## config.mk

```make
export PLATFORM = sky130hd
export DESIGN_NAME = uwire_host
export DESIGN_NICKNAME = d
export VERILOG_FILES = /design/src/rtl/uwire_pkg.sv /design/src/rtl/uwire_tick.sv /design/src/rtl/uwire_frame.sv /design/src/rtl/uwire_host.sv
export SDC_FILE = /design/constraint.sdc
export NUM_CORES = 1
export LEC_CHECK = 0
export ABC_AREA = 1
export BUFFER_PORTS_ARGS = -buffer_cell sky130_fd_sc_hd__buf_2
export CORE_MARGIN = 2
export CORE_UTILIZATION = 40
export CTS_CLUSTER_SIZE = 16
export DETAILED_ROUTE_END_ITERATION = 16
export SETUP_SLACK_MARGIN = 0.15
export SYNTH_ARGS = -nofsm -noshare
export SYNTH_HDL_FRONTEND = slang
export SYNTH_SLANG_ARGS = --single-unit
```

## constraint.sdc

```tcl
create_clock -name clk -period 3.6 [get_ports clk]
set_input_delay 0.72 -clock clk [delete_from_list [all_inputs] [get_ports clk]]
set_output_delay 0.72 -clock clk [all_outputs]
set_load 0.005 [all_outputs]
```

## src/rtl/uwire_pkg.sv

```systemverilog
package uwire_pkg;

    typedef enum logic [2:0] {
        OP_READ      = 3'd0,
        OP_WRITE     = 3'd1,
        OP_ERASE     = 3'd2,
        OP_WREN      = 3'd3,
        OP_WRDIS     = 3'd4,
        OP_ERASE_ALL = 3'd5,
        OP_WRITE_ALL = 3'd6
    } op_e;

    typedef enum logic [3:0] {
        S_IDLE, S_CSUP, S_LO, S_HI, S_END, S_GAP, S_POLL, S_CLRLO, S_CLRHI, S_FIN
    } state_e;

    localparam int FRAME_W = 32;

endpackage

```

## src/rtl/uwire_tick.sv

```systemverilog
module uwire_tick #(
    parameter int DIV = 4
) (
    input  logic clk,
    input  logic rst_n,
    output logic tick
);
    localparam int CW = (DIV > 1) ? $clog2(DIV) : 1;

    logic [CW-1:0] cnt_q;

    always_ff @(posedge clk or negedge rst_n) begin
        if (!rst_n)                     cnt_q <= '0;
        else if (cnt_q == CW'(DIV - 1)) cnt_q <= '0;
        else                            cnt_q <= cnt_q + 1'b1;
    end

    assign tick = (cnt_q == CW'(DIV - 1));
endmodule

```

## src/rtl/uwire_frame.sv

```systemverilog
module uwire_frame
    import uwire_pkg::*;
#(
    parameter int LEN_W = 4,
    parameter int NB_W  = 9
) (
    input  op_e                  op,
    input  logic [8:0]           addr,
    input  logic [15:0]          wdata,
    input  logic                 x16,
    input  logic [LEN_W-1:0]     len,
    output logic [FRAME_W-1:0]   frame,
    output logic [NB_W-1:0]      nbits,
    output logic [3:0]           hdr_bits,
    output logic                 is_read,
    output logic                 is_prog
);
    logic [1:0]       opc, sel;
    logic             has_data;
    logic [8:0]       a9;
    logic [7:0]       a8;
    logic [LEN_W:0]   words;
    logic [NB_W-1:0]  rd_bits, dat_bits;

    always_comb begin
        opc      = 2'b00;
        sel      = 2'b00;
        has_data = 1'b0;
        is_read  = 1'b0;
        is_prog  = 1'b0;
        case (op)
            OP_READ:      begin opc = 2'b10; is_read = 1'b1; end
            OP_WRITE:     begin opc = 2'b01; has_data = 1'b1; is_prog = 1'b1; end
            OP_ERASE:     begin opc = 2'b11; is_prog = 1'b1; end
            OP_WREN:      sel = 2'b11;
            OP_WRDIS:     sel = 2'b00;
            OP_ERASE_ALL: begin sel = 2'b10; is_prog = 1'b1; end
            OP_WRITE_ALL: begin sel = 2'b01; has_data = 1'b1; is_prog = 1'b1; end
            default:      sel = 2'b00;
        endcase

        a9 = (opc == 2'b00) ? {sel, 7'b0} : addr;
        a8 = (opc == 2'b00) ? {sel, 6'b0} : addr[7:0];

        if (x16) frame = {1'b1, opc, a8, (has_data ? wdata : 16'h0000), 5'b0};
        else     frame = {1'b1, opc, a9, (has_data ? wdata[7:0] : 8'h00), 12'b0};

        hdr_bits = x16 ? 4'd11 : 4'd12;
        words    = {1'b0, len} + 1'b1;
        rd_bits  = is_read ? (NB_W'(words) << (x16 ? 4 : 3)) : '0;
        dat_bits = has_data ? (x16 ? NB_W'(16) : NB_W'(8)) : '0;
        nbits    = NB_W'(hdr_bits) + dat_bits + rd_bits;
    end
endmodule

```

## src/rtl/uwire_host.sv

```systemverilog
module uwire_host
    import uwire_pkg::*;
#(
    parameter int DIV        = 4,
    parameter int GAP_TICKS  = 4,
    parameter int POLL_LIMIT = 4096,
    parameter int LEN_W      = 4
) (
    input  logic             clk,
    input  logic             rst_n,
    input  logic             cmd_valid,
    output logic             cmd_ready,
    input  logic [2:0]       cmd_op,
    input  logic [8:0]       cmd_addr,
    input  logic [15:0]      cmd_wdata,
    input  logic             cmd_x16,
    input  logic [LEN_W-1:0] cmd_len,
    output logic             rsp_word,
    output logic [15:0]      rsp_rdata,
    output logic             rsp_done,
    output logic             rsp_err,
    output logic             ee_cs,
    output logic             ee_sk,
    output logic             ee_di,
    input  logic             ee_do
);
    localparam int MAX_BITS = 12 + 16 * (2 ** LEN_W);
    localparam int NB_W     = $clog2(MAX_BITS + 1);
    localparam int GAP_W    = $clog2(GAP_TICKS + 1);
    localparam int POLL_W   = $clog2(POLL_LIMIT + 1);
    localparam int MIN_LOW  = GAP_TICKS * DIV;

    state_e               state_q, state_d;
    logic                 tick;
    logic [FRAME_W-1:0]   f_frame, frame_q;
    logic [NB_W-1:0]      f_nbits, nbits_q, bitcnt_q;
    logic [3:0]           f_hdr, hdr_q;
    logic                 f_read, f_prog;
    logic                 x16_q, read_q, prog_q, polled_q, err_q;
    logic [GAP_W-1:0]     gap_q;
    logic [POLL_W-1:0]    poll_q;
    logic [15:0]          rx_q, rdata_q;
    logic [3:0]           wbit_q;
    logic                 word_q;
    logic                 last_bit, capture, word_end, gap_end, poll_end;

    uwire_tick #(.DIV(DIV)) u_tick (.clk(clk), .rst_n(rst_n), .tick(tick));

    uwire_frame #(.LEN_W(LEN_W), .NB_W(NB_W)) u_frame (
        .op(op_e'(cmd_op)), .addr(cmd_addr), .wdata(cmd_wdata), .x16(cmd_x16),
        .len(cmd_len), .frame(f_frame), .nbits(f_nbits), .hdr_bits(f_hdr),
        .is_read(f_read), .is_prog(f_prog)
    );

    assign last_bit = (bitcnt_q == nbits_q - NB_W'(1));
    assign capture  = read_q && (bitcnt_q >= NB_W'(hdr_q));
    assign word_end = (wbit_q == (x16_q ? 4'd15 : 4'd7));
    assign gap_end  = (gap_q == GAP_W'(GAP_TICKS - 1));
    assign poll_end = (poll_q == POLL_W'(POLL_LIMIT - 1));

    // state register
    always_ff @(posedge clk or negedge rst_n) begin
        if (!rst_n) state_q <= S_IDLE;
        else        state_q <= state_d;
    end

    always_comb begin
        state_d = state_q;
        unique case (state_q)
            S_IDLE:  if (cmd_valid) state_d = S_CSUP;
            S_CSUP:  if (tick) state_d = S_LO;
            S_LO:    if (tick) state_d = S_HI;
            S_HI:    if (tick) state_d = last_bit ? S_END : S_LO;
            S_END:   if (tick) state_d = S_GAP;
            S_GAP:   if (tick && gap_end) state_d = (prog_q && !polled_q) ? S_POLL : S_FIN;
            S_POLL:  if (tick) begin
                         if (ee_do)         state_d = S_CLRLO;
                         else if (poll_end) state_d = S_GAP;
                     end
            S_CLRLO: if (tick) state_d = S_CLRHI;
            S_CLRHI: if (tick) state_d = S_GAP;
            S_FIN:   state_d = S_IDLE;
            default: state_d = S_IDLE;
        endcase
    end

    // datapath
    always_ff @(posedge clk or negedge rst_n) begin
        if (!rst_n) begin
            frame_q <= '0; nbits_q <= '0; hdr_q <= '0; bitcnt_q <= '0;
            x16_q <= 1'b0; read_q <= 1'b0; prog_q <= 1'b0; polled_q <= 1'b0;
            err_q <= 1'b0; gap_q <= '0; poll_q <= '0; rx_q <= '0;
            rdata_q <= '0; wbit_q <= '0; word_q <= 1'b0;
        end else begin
            word_q <= 1'b0;
            if (state_q == S_IDLE && cmd_valid) begin
                frame_q  <= f_frame;
                nbits_q  <= f_nbits;
                hdr_q    <= f_hdr;
                x16_q    <= cmd_x16;
                read_q   <= f_read;
                prog_q   <= f_prog;
                polled_q <= 1'b0;
                err_q    <= 1'b0;
                bitcnt_q <= '0;
                wbit_q   <= '0;
            end
            if (state_q == S_HI && tick) begin
                frame_q  <= frame_q << 1;
                bitcnt_q <= bitcnt_q + 1'b1;
                if (capture) begin
                    rx_q <= {rx_q[14:0], ee_do};
                    if (word_end) begin
                        word_q  <= 1'b1;
                        rdata_q <= x16_q ? {rx_q[14:0], ee_do} : {8'h00, rx_q[6:0], ee_do};
                        wbit_q  <= '0;
                    end else begin
                        wbit_q  <= wbit_q + 1'b1;
                    end
                end
            end
            gap_q  <= (state_q == S_GAP)  ? (tick ? gap_q + 1'b1  : gap_q)  : '0;
            poll_q <= (state_q == S_POLL) ? (tick ? poll_q + 1'b1 : poll_q) : '0;
            if (state_q == S_POLL && tick && !ee_do && poll_end) err_q <= 1'b1;
            if (state_q == S_POLL && tick && (ee_do || poll_end)) polled_q <= 1'b1;
        end
    end

    // outputs
    always_comb begin
        cmd_ready = (state_q == S_IDLE);
        rsp_done  = (state_q == S_FIN);
        rsp_err   = err_q && (state_q == S_FIN);
        rsp_word  = word_q;
        rsp_rdata = rdata_q;
        ee_cs     = 1'b0;
        ee_sk     = 1'b0;
        ee_di     = 1'b0;
        unique case (state_q)
            S_CSUP, S_END, S_POLL: ee_cs = 1'b1;
            S_LO:    begin ee_cs = 1'b1; ee_di = frame_q[FRAME_W-1]; end
            S_HI:    begin ee_cs = 1'b1; ee_sk = 1'b1; ee_di = frame_q[FRAME_W-1]; end
            S_CLRLO: begin ee_cs = 1'b1; ee_di = 1'b1; end
            S_CLRHI: begin ee_cs = 1'b1; ee_sk = 1'b1; ee_di = 1'b1; end
            default: ee_cs = 1'b0;
        endcase
    end

    // deselect-time observer for the assertion below
    logic [15:0] low_cnt_q;
    logic        was_sel_q;
    always_ff @(posedge clk or negedge rst_n) begin
        if (!rst_n) begin
            low_cnt_q <= '0;
            was_sel_q <= 1'b0;
        end else begin
            if (ee_cs)                   low_cnt_q <= '0;
            else if (low_cnt_q != 16'hFFFF) low_cnt_q <= low_cnt_q + 1'b1;
            if (ee_cs) was_sel_q <= 1'b1;
        end
    end

    AST_CS_RISE_QUIET: assert property (@(posedge clk) disable iff (!rst_n)
        $rose(ee_cs) |-> (!ee_sk && !ee_di));
    AST_DI_SK_LOW: assert property (@(posedge clk) disable iff (!rst_n)
        !$stable(ee_di) |-> !ee_sk);
    AST_MIN_DESELECT: assert property (@(posedge clk) disable iff (!rst_n)
        ($rose(ee_cs) && was_sel_q) |-> (low_cnt_q >= 16'(MIN_LOW)));
    AST_DONE_PULSE: assert property (@(posedge clk) disable iff (!rst_n)
        rsp_done |=> !rsp_done);
    AST_POLL_PROG_ONLY: assert property (@(posedge clk) disable iff (!rst_n)
        (state_q == S_POLL) |-> prog_q);
    AST_ERR_AFTER_POLL: assert property (@(posedge clk) disable iff (!rst_n)
        rsp_err |-> (polled_q && prog_q));
    AST_WORD_ON_READ: assert property (@(posedge clk) disable iff (!rst_n)
        rsp_word |-> read_q);
    AST_BIT_BOUND: assert property (@(posedge clk) disable iff (!rst_n)
        (state_q == S_LO || state_q == S_HI) |-> (bitcnt_q < nbits_q));
endmodule

```

-- Yosys cells after proc, flatten, opt, wreduce, memory -nomap -nowiden
Index checks and enable logic that the tools add are counted.
- word-level logic and storage cells: 139
- flip-flop bits (word level): 117
- output and inout port bits: 23
- bits of input ports: 37
- add/sub/neg operators: 9
- shift-type cells: 1
- $lt $le $gt $ge: 1
- mux-type cells: 52
- eq/ne operators: 30
- reductions and logical operators: 29
- operators with widths (cell ; number):
    32-bit two-way mux ; 2
    4-bit two-way mux ; 16
    9-bit two-way mux ; 5
    16-bit two-way mux ; 2
    4-bit one-hot mux with 8 select lines ; 1
    5-bit by 32-bit left shift with 9-bit output ; 1
    29-bit two-way mux ; 1
    13-bit two-way mux ; 2
    4-bit by 3-bit == test with 1-bit output (second input constant) ; 4
    8-bit two-way mux ; 2
    3-bit two-way mux ; 5
    2-bit inequality test (second input constant) ; 7
    13-bit by 1-bit adder with 13-bit output (second input constant) ; 1
    13-bit by 12-bit == test with 1-bit output (second input constant) ; 1
    2-bit one-hot mux with 3 select lines ; 2
    1-bit two-way mux ; 11
    1-bit logical AND ; 10
    2-bit OR reduction ; 5
    4-bit by 9-bit adder with 9-bit output ; 1
    9-bit by 1-bit adder with 9-bit output (second input constant) ; 1
    9-bit adder ; 1
    3-bit by 2-bit == test with 1-bit output (second input constant) ; 3
    9-bit == test ; 1
    9-bit by 4-bit >= comparator with 1-bit output ; 1
    28 further kinds ; 36

-- Logic depth before layout (Yosys ltp)
Gate-level depths: netlist (run 1).
- depth after elaboration: 7
- depth in mapped cells: 20
- mapped depth without buffers: 20

-- Cells and area by module
A second synthesis (run 1) with hierarchy kept.
- cell total of the unflattened synthesis: 870
- area, all modules: 6764.0 um2
- modules (own cells, without submodules) (module ; times used ; cells each ; seq. area each (um2) ; area each (um2)):
    uwire_host ; 1 ; 707 ; 2877.8 ; 5684.2
    uwire_frame ; 1 ; 159 ; 0.0 ; 1013.5
    uwire_tick ; 1 ; 4 ; 50.0 ; 66.3

-- Least setup slack after synthesis (run 1)
No wires, ideal clock.
- path kind: input to register
- start: in cmd_op[0]
- end: reg nbits_q[7]
- arrival: 2742 ps
- buffers on the path: 0
- library setup time: 117 ps
- required time: 3483 ps
- cell stages on the path: 17
- path slack: 741 ps
- cell sequence: inv_1 ha_1 inv_1 nand2_1 o21ai_1 clkinv_1 nand2_1 inv_2 ha_1 ha_1 a211oi_1 or2_2 nand2_1 nand2_1 nand2_1 nand3_1 nand2_1
- word-level cells in the longest chain between the ends: 6
- ends and longest elaborated chain (element ; line ; source):
    start: declaration ; uwire_host.sv:13 ; input logic [2:0] cmd_op,
    3-bit by 1-bit == test with 1-bit output or 3-bit == test (tied branches) ; uwire_frame.sv:31 ; case (op)
    2-bit OR reduction (no line) ; - ;
    1-bit two-way mux ; uwire_frame.sv:31 ;
    9-bit two-way mux ; uwire_frame.sv:51 ; dat_bits = has_data ? (x16 ? NB_W'(16) : NB_W'(8)) : '0;
    4-bit by 9-bit adder with 9-bit output ; uwire_frame.sv:52 ; nbits = NB_W'(hdr_bits) + dat_bits + rd_bits;
    9-bit adder (*) ; uwire_frame.sv:52 ;
    end signal: assignment ; uwire_host.sv:98 ; nbits_q <= f_nbits;
    end: declaration ; uwire_host.sv:36 ; logic [NB_W-1:0] f_nbits, nbits_q, bitcnt_q;
Every way passes the cells marked *; elsewhere a longest branch is shown, timed or not.
A chain may end at the register's enable or synchronous reset.

-- Worst setup path in the final report (run 1)
Same ends and word-level chain as after synthesis.

==> results.cfg, run 1 <==
[outcome]
status = complete, no violations

[worst_setup_path]
critical_path.reg2reg.endpoint = rx_q[9]
cp_startpoint = cmd_op[0]
worst-path-max-fanout = 9
regToRegSetupSlack_ps = 1340
timing.critical_path.slowest_stage_cell = ha_1
critical_path_cell_count = 18
worst-setup-path-type = in2reg
worst_setup_path_start_kind = input pin
worstPathArrival_ps = 3030
r2r_cells = 8
max_stage_delay_ps = 310
worst-endpoint-required_ps = 3830
timing.critical_path.buf_inv = 5
crit_path_end_kind = register
crit_top_cell = nand2_1
critical_path.reg2reg.startpoint = u_tick.cnt_q[0]
cp_cell_sequence = buf_2 > inv_1 > ha_1 > inv_1 > nand2_1 > o21ai_1 > clkinv_1 > nand2_1 > inv_2 > ha_1 > ha_1 > a211oi_1 > or2_2 > nand2_1 > nand2_1 > nand2_1 > nand3_1 > nand2_1
cpLargestDelayFamily = adder cells

[cells_and_area]
final_layout_size_suffix_gt1_share_pct = 11.9
nNetsFinal = 916
final_cell_utilization_of_the_core_pct = 45.9
diodes = 0
syn2layout_area_growth_pct = 13.1
mostFrequentLayoutCell = nand2_1
layout.cells.most_common_list = 278 x nand2_1, 110 x dfrtp_1, 84 x inv_1

[timing]
grt_setup_unrepaired = no
final_period_minus_worst_setup_slack_ps = 2790
number_of_hold_violations_in_the_final_report = 0
timing.max_slew.rel_slack_pct = 46.4
final_min_period_over_clock_period_pct = 77.6
finalSetupTns_ps = 0
max_slew.worst_pin.slew_ps = 799
clock.fmax_mhz = 358
finClkSkew_ps = 11.0
count_of_final_max_slew_check_failures = 0
setup_viol = 0

[power_and_ir_drop]
power.internal_mw = 2.39
power_per_cell_area_nw_per_um2 = 555
finalPower_mw = 3.83
seq_power_share_pct = 42.0
share_comb_of_total_power_pct = 31.8
ir_drop_v = 0.000219
p_leak_nw = 3.63
power.switching_mw = 1.45
power.clock.fraction_pct = 26.2
sw_frac_of_total_pct = 37.8

[clocking]
cts_tree = built
count_of_h_tree_levels_built_during_cts = 3
clk_root_buffer_cell = clkbuf_16
postCtsSetupRepairBufs = 0
clk-insertion-delay-late_ps = 360
ctsHoldBuffers = 0
clk_pin_slew_ps = 80
ctsLongestPathBuffers = 2
post_cts_resized = 0
tritoncts_num_sinks = 110
cts_inserted_buffers = 9

[drt]
detailroute.via_count = 5237
postRouteWirelength_um = 13500
drc = 0
average_wire_length_per_cell_after_detail_routing_um = 12.9
post_drt_via_cell_ratio = 5.01
drt_iter0_markers = 329
detail_route.first_pass.iterations = 5
drtAntennaViolNets = 0

[flow_run]
max-cap-violations = 0

[synthesis]
post_synth_inst_count = 795
synth_flop_cell = dfrtp_1
synthMuxAreaShare_pct = 0
synth_compound_gate_area_share_pct = 8.78
number_of_synthesized_register_bits = 110
netlist.top_cell.by_area = dfrtp_1
syn-mean-instance-area_sq_um = 7.67
synth_enable_flop_cells = 0
synth_simple_gate_area_share_pct = 31.2
post_synth_xor_area_fraction_pct = 1.72
synth_top_family_by_area = simple AND/OR/NAND/NOR gates
yosys_warnings = 0
yosys.cell_types.count = 44
async_flop_share_pct = 100
main_area_contributors_after_synthesis = dfrtp_1 45%, nand2_1 17%, ha_1 5.3%
post_synthesis_instance_area_sq_um = 6100
share_of_the_synthesized_area_in_the_top_cell_type_pct = 45.1
synthAdderAreaFrac_pct = 5.66
ys_seq_area_share_pct = 45.1

[die]
core_area_sq_um = 15000
num_rows = 45
chipWidth_um = 128
chipHeight_um = 128
design.die.area_sq_um = 16300
design.portCount = 60
floorplan.initialDensity_pct = 40.6

[global_route]
grt_max_degree = 59
grt_overflow = 0
grt_pass1_vias = 4883
global_route_usage_over_all_layers_pct = 17.6
antenna_violations_before_repair = 0
grt_first_pass_wirelength_um = 23400

[placed_design]
dpl.hpwl_um = 9500
io_buffer_count = 59
gp_routability_congestion = 0.875

[min_path]
holdCritPathClass = in2async
==> worst register-to-register path: cells and delay by family (launching register included) <==
family | cells | cell delay (ps)
adders and majority gates | 1 | 530
buffers and inverters | 2 | 540
DFF | 1 | 350
and+or+nand+nor | 5 | 790
==> cells in the mapped netlist, types with 4 or more instances <==
master / number
ha_1: 26
xnor2_1: 5
inv_2: 4
o211ai_1: 5
nor4_1: 4
nand3_1: 60
buf_2: 11
nor3_1: 10
o22ai_1: 10
xor2_1: 7
nor2_1: 48
nand2_1: 278
dfrtp_1: 110
nand2_2: 4
a21oi_1: 22
o21ai_0: 32
o31ai_1: 5
clkbuf_1: 9
inv_1: 84
nand4_1: 24
==> cell type report <==
type	instances	area, sq um
Clock inverter	7	78.8
Fill cell	1526	8130
Sequential cell	110	2750
Multi-Input combinational cell	573	2900
Inverter	91	342
Timing Repair Buffer	67	370
Tap cell	188	235
Clock buffer	9	225
==> state kept, by name, summed over array words and instances, names as in the netlist <==
name and flops:
polled_q 1, u_tick.cnt_q 2, wbit_q 4, frame_q 27, rx_q 15, bitcnt_q 9, nbits_q 9, read_q 1
poll_q 13, gap_q 3, prog_q 1, rsp_rdata 16, rsp_word 1, state_q 4, err_q 1, hdr_q 3
==> cells by family (layout without fill, tap and decap cells) <==
kind of cell	count (synthesis)	in the layout
simple gates	441	441
buf+inv	114	174
compound gates	90	90
flops	110	110
other cells	1	3
fa+ha+maj	27	27
xor+xnor	12	12
==> stage by stage <==
stage / hold slack, ps / cell area (sq um) / setup slack (ps) / instances
floorplan: 403 / 6110 / 741 / 797
global placement: 419 / 6600 / 502 / 1029
detailed placement: 416 / 6600 / 423 / 1029
CTS: 427 / 6900 / 796 / 1045
global route: 436 / 6900 / 492 / 1045
finish: 418 / 6900 / 805 / 1045
==> how the worst max path moves through the flow <==
stage,endpoint,slack [ps]
finish,nbits_q[7],810
global route,nbits_q[7],490
CTS,nbits_q[7],800
detailed placement,nbits_q[7],420
global placement,nbits_q[7],500
floorplan,nbits_q[7],740
==> metal layers <==
layer / vias to the layer above / part of all wire [%] / GRT usage (%)
li1: 2703 / - / -
met1: 2428 / 51 / 24.6
met2: 88 / 45 / 27.6
met3: 18 / 2.9 / 2.93
met4: 0 / 1.7 / 6.27
met5: - / 0 / 0
==> power by group through the flow <==
stage               combinational [mW]  sequential (mW)  clock (mW)
finish                            1.22             1.61        1.00
global route                      1.43             1.64        1.08
CTS                               1.24             1.61        1.04
detailed placement                1.23             1.63           0
global placement                  1.22             1.63           0
floorplan                        0.927             1.59           0
Note: power is estimated with default switching activity, not from simulation.
==> run 2: changes to the inputs <==
Clock period 3.6 ns to 2.7 ns, I/O delays scaled along.
==> run 2 against run 1 <==
  * Die area is the same
  * Largest power group unchanged
  * Combinational power grew 34%
  * First-iteration DRC count grew 43%
  * Register-to-register slack lost 820 ps
  * Sequential power grew 33%
  * Wire length shrank 0.55%
  * Clock power grew 31%
==> results.cfg, run 2 (same netlist as run 1, synthesis figures left out) <==
[timing]
count_of_final_max_slew_check_failures = 0
max_slew.worst_pin.slew_ps = 665
final_period_minus_worst_setup_slack_ps = 2260
clock.fmax_mhz = 442
setup_viol = 0
grt_setup_unrepaired = no
final_min_period_over_clock_period_pct = 83.7
number_of_hold_violations_in_the_final_report = 0
timing.max_slew.rel_slack_pct = 55.4
finClkSkew_ps = 11.5
finalSetupTns_ps = 0

[cells_and_area]
syn2layout_area_growth_pct = 14.3
largest_register_ffs = 27
final_layout_size_suffix_gt1_share_pct = 13.0
area.sequential_sq_um = 2750
diodes = 0
register_with_the_most_flip_flops = frame_q
layout.cells.most_common_list = 278 x nand2_1, 110 x dfrtp_1, 84 x inv_1
nNetsFinal = 926
mostFrequentLayoutCell = nand2_1
layout.filler_cells = 1534
multi_input_area_sq_um = 2900

[worst_setup_path]
crit_top_cell = nand2_1
worst-path-max-fanout = 3
timing.critical_path.slowest_stage_cell = ha_1
worst-setup-path-type = in2reg
cp_cell_sequence = buf_2 > inv_1 > ha_1 > inv_1 > nand2_1 > o21ai_2 > clkinv_2 > nand2_1 > inv_2 > ha_1 > ha_1 > a211oi_1 > or2_2 > nand2_1 > nand2_1 > nand2_1 > nand3_1 > nand2_1
crit_path_end_kind = register
worst-endpoint-required_ps = 2940
worstPathArrival_ps = 2500
worst_setup_path_start_kind = input pin
max_stage_delay_ps = 280

[clocking]
postCtsSetupRepairBufs = 0
clk-insertion-delay-late_ps = 350
cts_tree = built
ctsHoldBuffers = 0
count_of_h_tree_levels_built_during_cts = 3
ctsLongestPathBuffers = 2
post_cts_resized = 0
clk_root_buffer_cell = clkbuf_16
tritoncts_num_sinks = 110
clk_pin_slew_ps = 70
cts_inserted_buffers = 9

[min_path]
holdCritPathClass = in2async

[placed_design]
io_buffer_count = 59
gp_routability_congestion = 0.835
dpl.hpwl_um = 9750

[global_route]
grt_overflow = 0
grt_first_pass_wirelength_um = 23300
global_route_usage_over_all_layers_pct = 17.5
grt_util_met1_pct = 24.8
global_route.usage.met2_pct = 28.0
grt_max_degree = 33
global_route_met3_usage_pct = 2.09
grt_pass1_vias = 4907
antenna_violations_before_repair = 0
highest_utilization_routing_layer_at_the_global_route_stage = met2

[flow_run]
max-cap-violations = 0

[drt]
detail_route.first_pass.iterations = 5
post_drt_via_cell_ratio = 4.96
average_wire_length_per_cell_after_detail_routing_um = 12.7
detailroute.via_count = 5231
drt_iter0_markers = 470
drtAntennaViolNets = 0
drc = 0
postRouteWirelength_um = 13400

[die]
floorplan.initialDensity_pct = 40.6
design.die.area_sq_um = 16300
num_rows = 45
core_area_sq_um = 15000
chipWidth_um = 128
chipHeight_um = 128
design.portCount = 60

[power_and_ir_drop]
p_leak_nw = 3.68
power_per_cell_area_nw_per_um2 = 732
ir_drop_v = 0.000323
finalPower_mw = 5.10

[outcome]
status = complete, no violations
-- run 2: final timing paths --
kind	from	end	slack [ps]	cells past startpoint
max in group asynchronous	rst_n	gap_q[0]	1820	2
min in group clk	u_tick.cnt_q[0]	u_tick.cnt_q[0]	440	1
hold / removal	rst_n	nbits_q[6]	120	1
setup / recovery	cmd_op[0]	nbits_q[7]	440	18
hold reg to reg	u_tick.cnt_q[0]	u_tick.cnt_q[0]	440	1
setup reg to reg	bitcnt_q[0]	rx_q[13]	520	10
-- run 2: final cells by class --
cell class / count / area share (%)
timing repair buffer: 77 / 6.39
tap: 188 / 3.37
clock buffer: 10 / 3.28
clock inverter: 6 / 0.898
multi-input combinational: 573 / 41.6
inverter: 91 / 4.92
sequential: 110 / 39.5
-- run 2: per-stage QoR --
step | instance area, sq um | std cells | hold WS [ps] | worst slack [ps] | util (%)
floorplan | 6110 | 797 | 244 | 193 | -
global placement | 6680 | 1039 | 420 | 127 | 44.4
detailed placement | 6680 | 1039 | 426 | 80.6 | 44.4
CTS | 6970 | 1055 | 130 | 430 | 46.4
global route | 6970 | 1055 | 145 | 151 | 46.4
finish | 6970 | 1055 | 116 | 439 | 46.4
-- run 2: worst max-delay path: cells and delay by family --
kind | cells | cell delay (ps)
adder cells (fa/ha/maj) | 3 | 700
AO/OA/AOI/OAI | 2 | 330
buffers and inverters | 5 | 330
AND/OR/NAND/NOR | 8 | 590
-- run 2: metal layers --
layer  routed length (um)  vias up
li1                     -     2723
met1                 6660     2381
met2                 6000      114
met3                  485       13
met4                  249        0
met5                    0        -
-- run 2: report_power, final --
group,leakage [nW],internal [mW],switching (mW),total (mW)
Combinational,2.06,0.599,1.04,1.64
Sequential,1.47,1.94,0.207,2.14
Clock,0.142,0.652,0.662,1.31
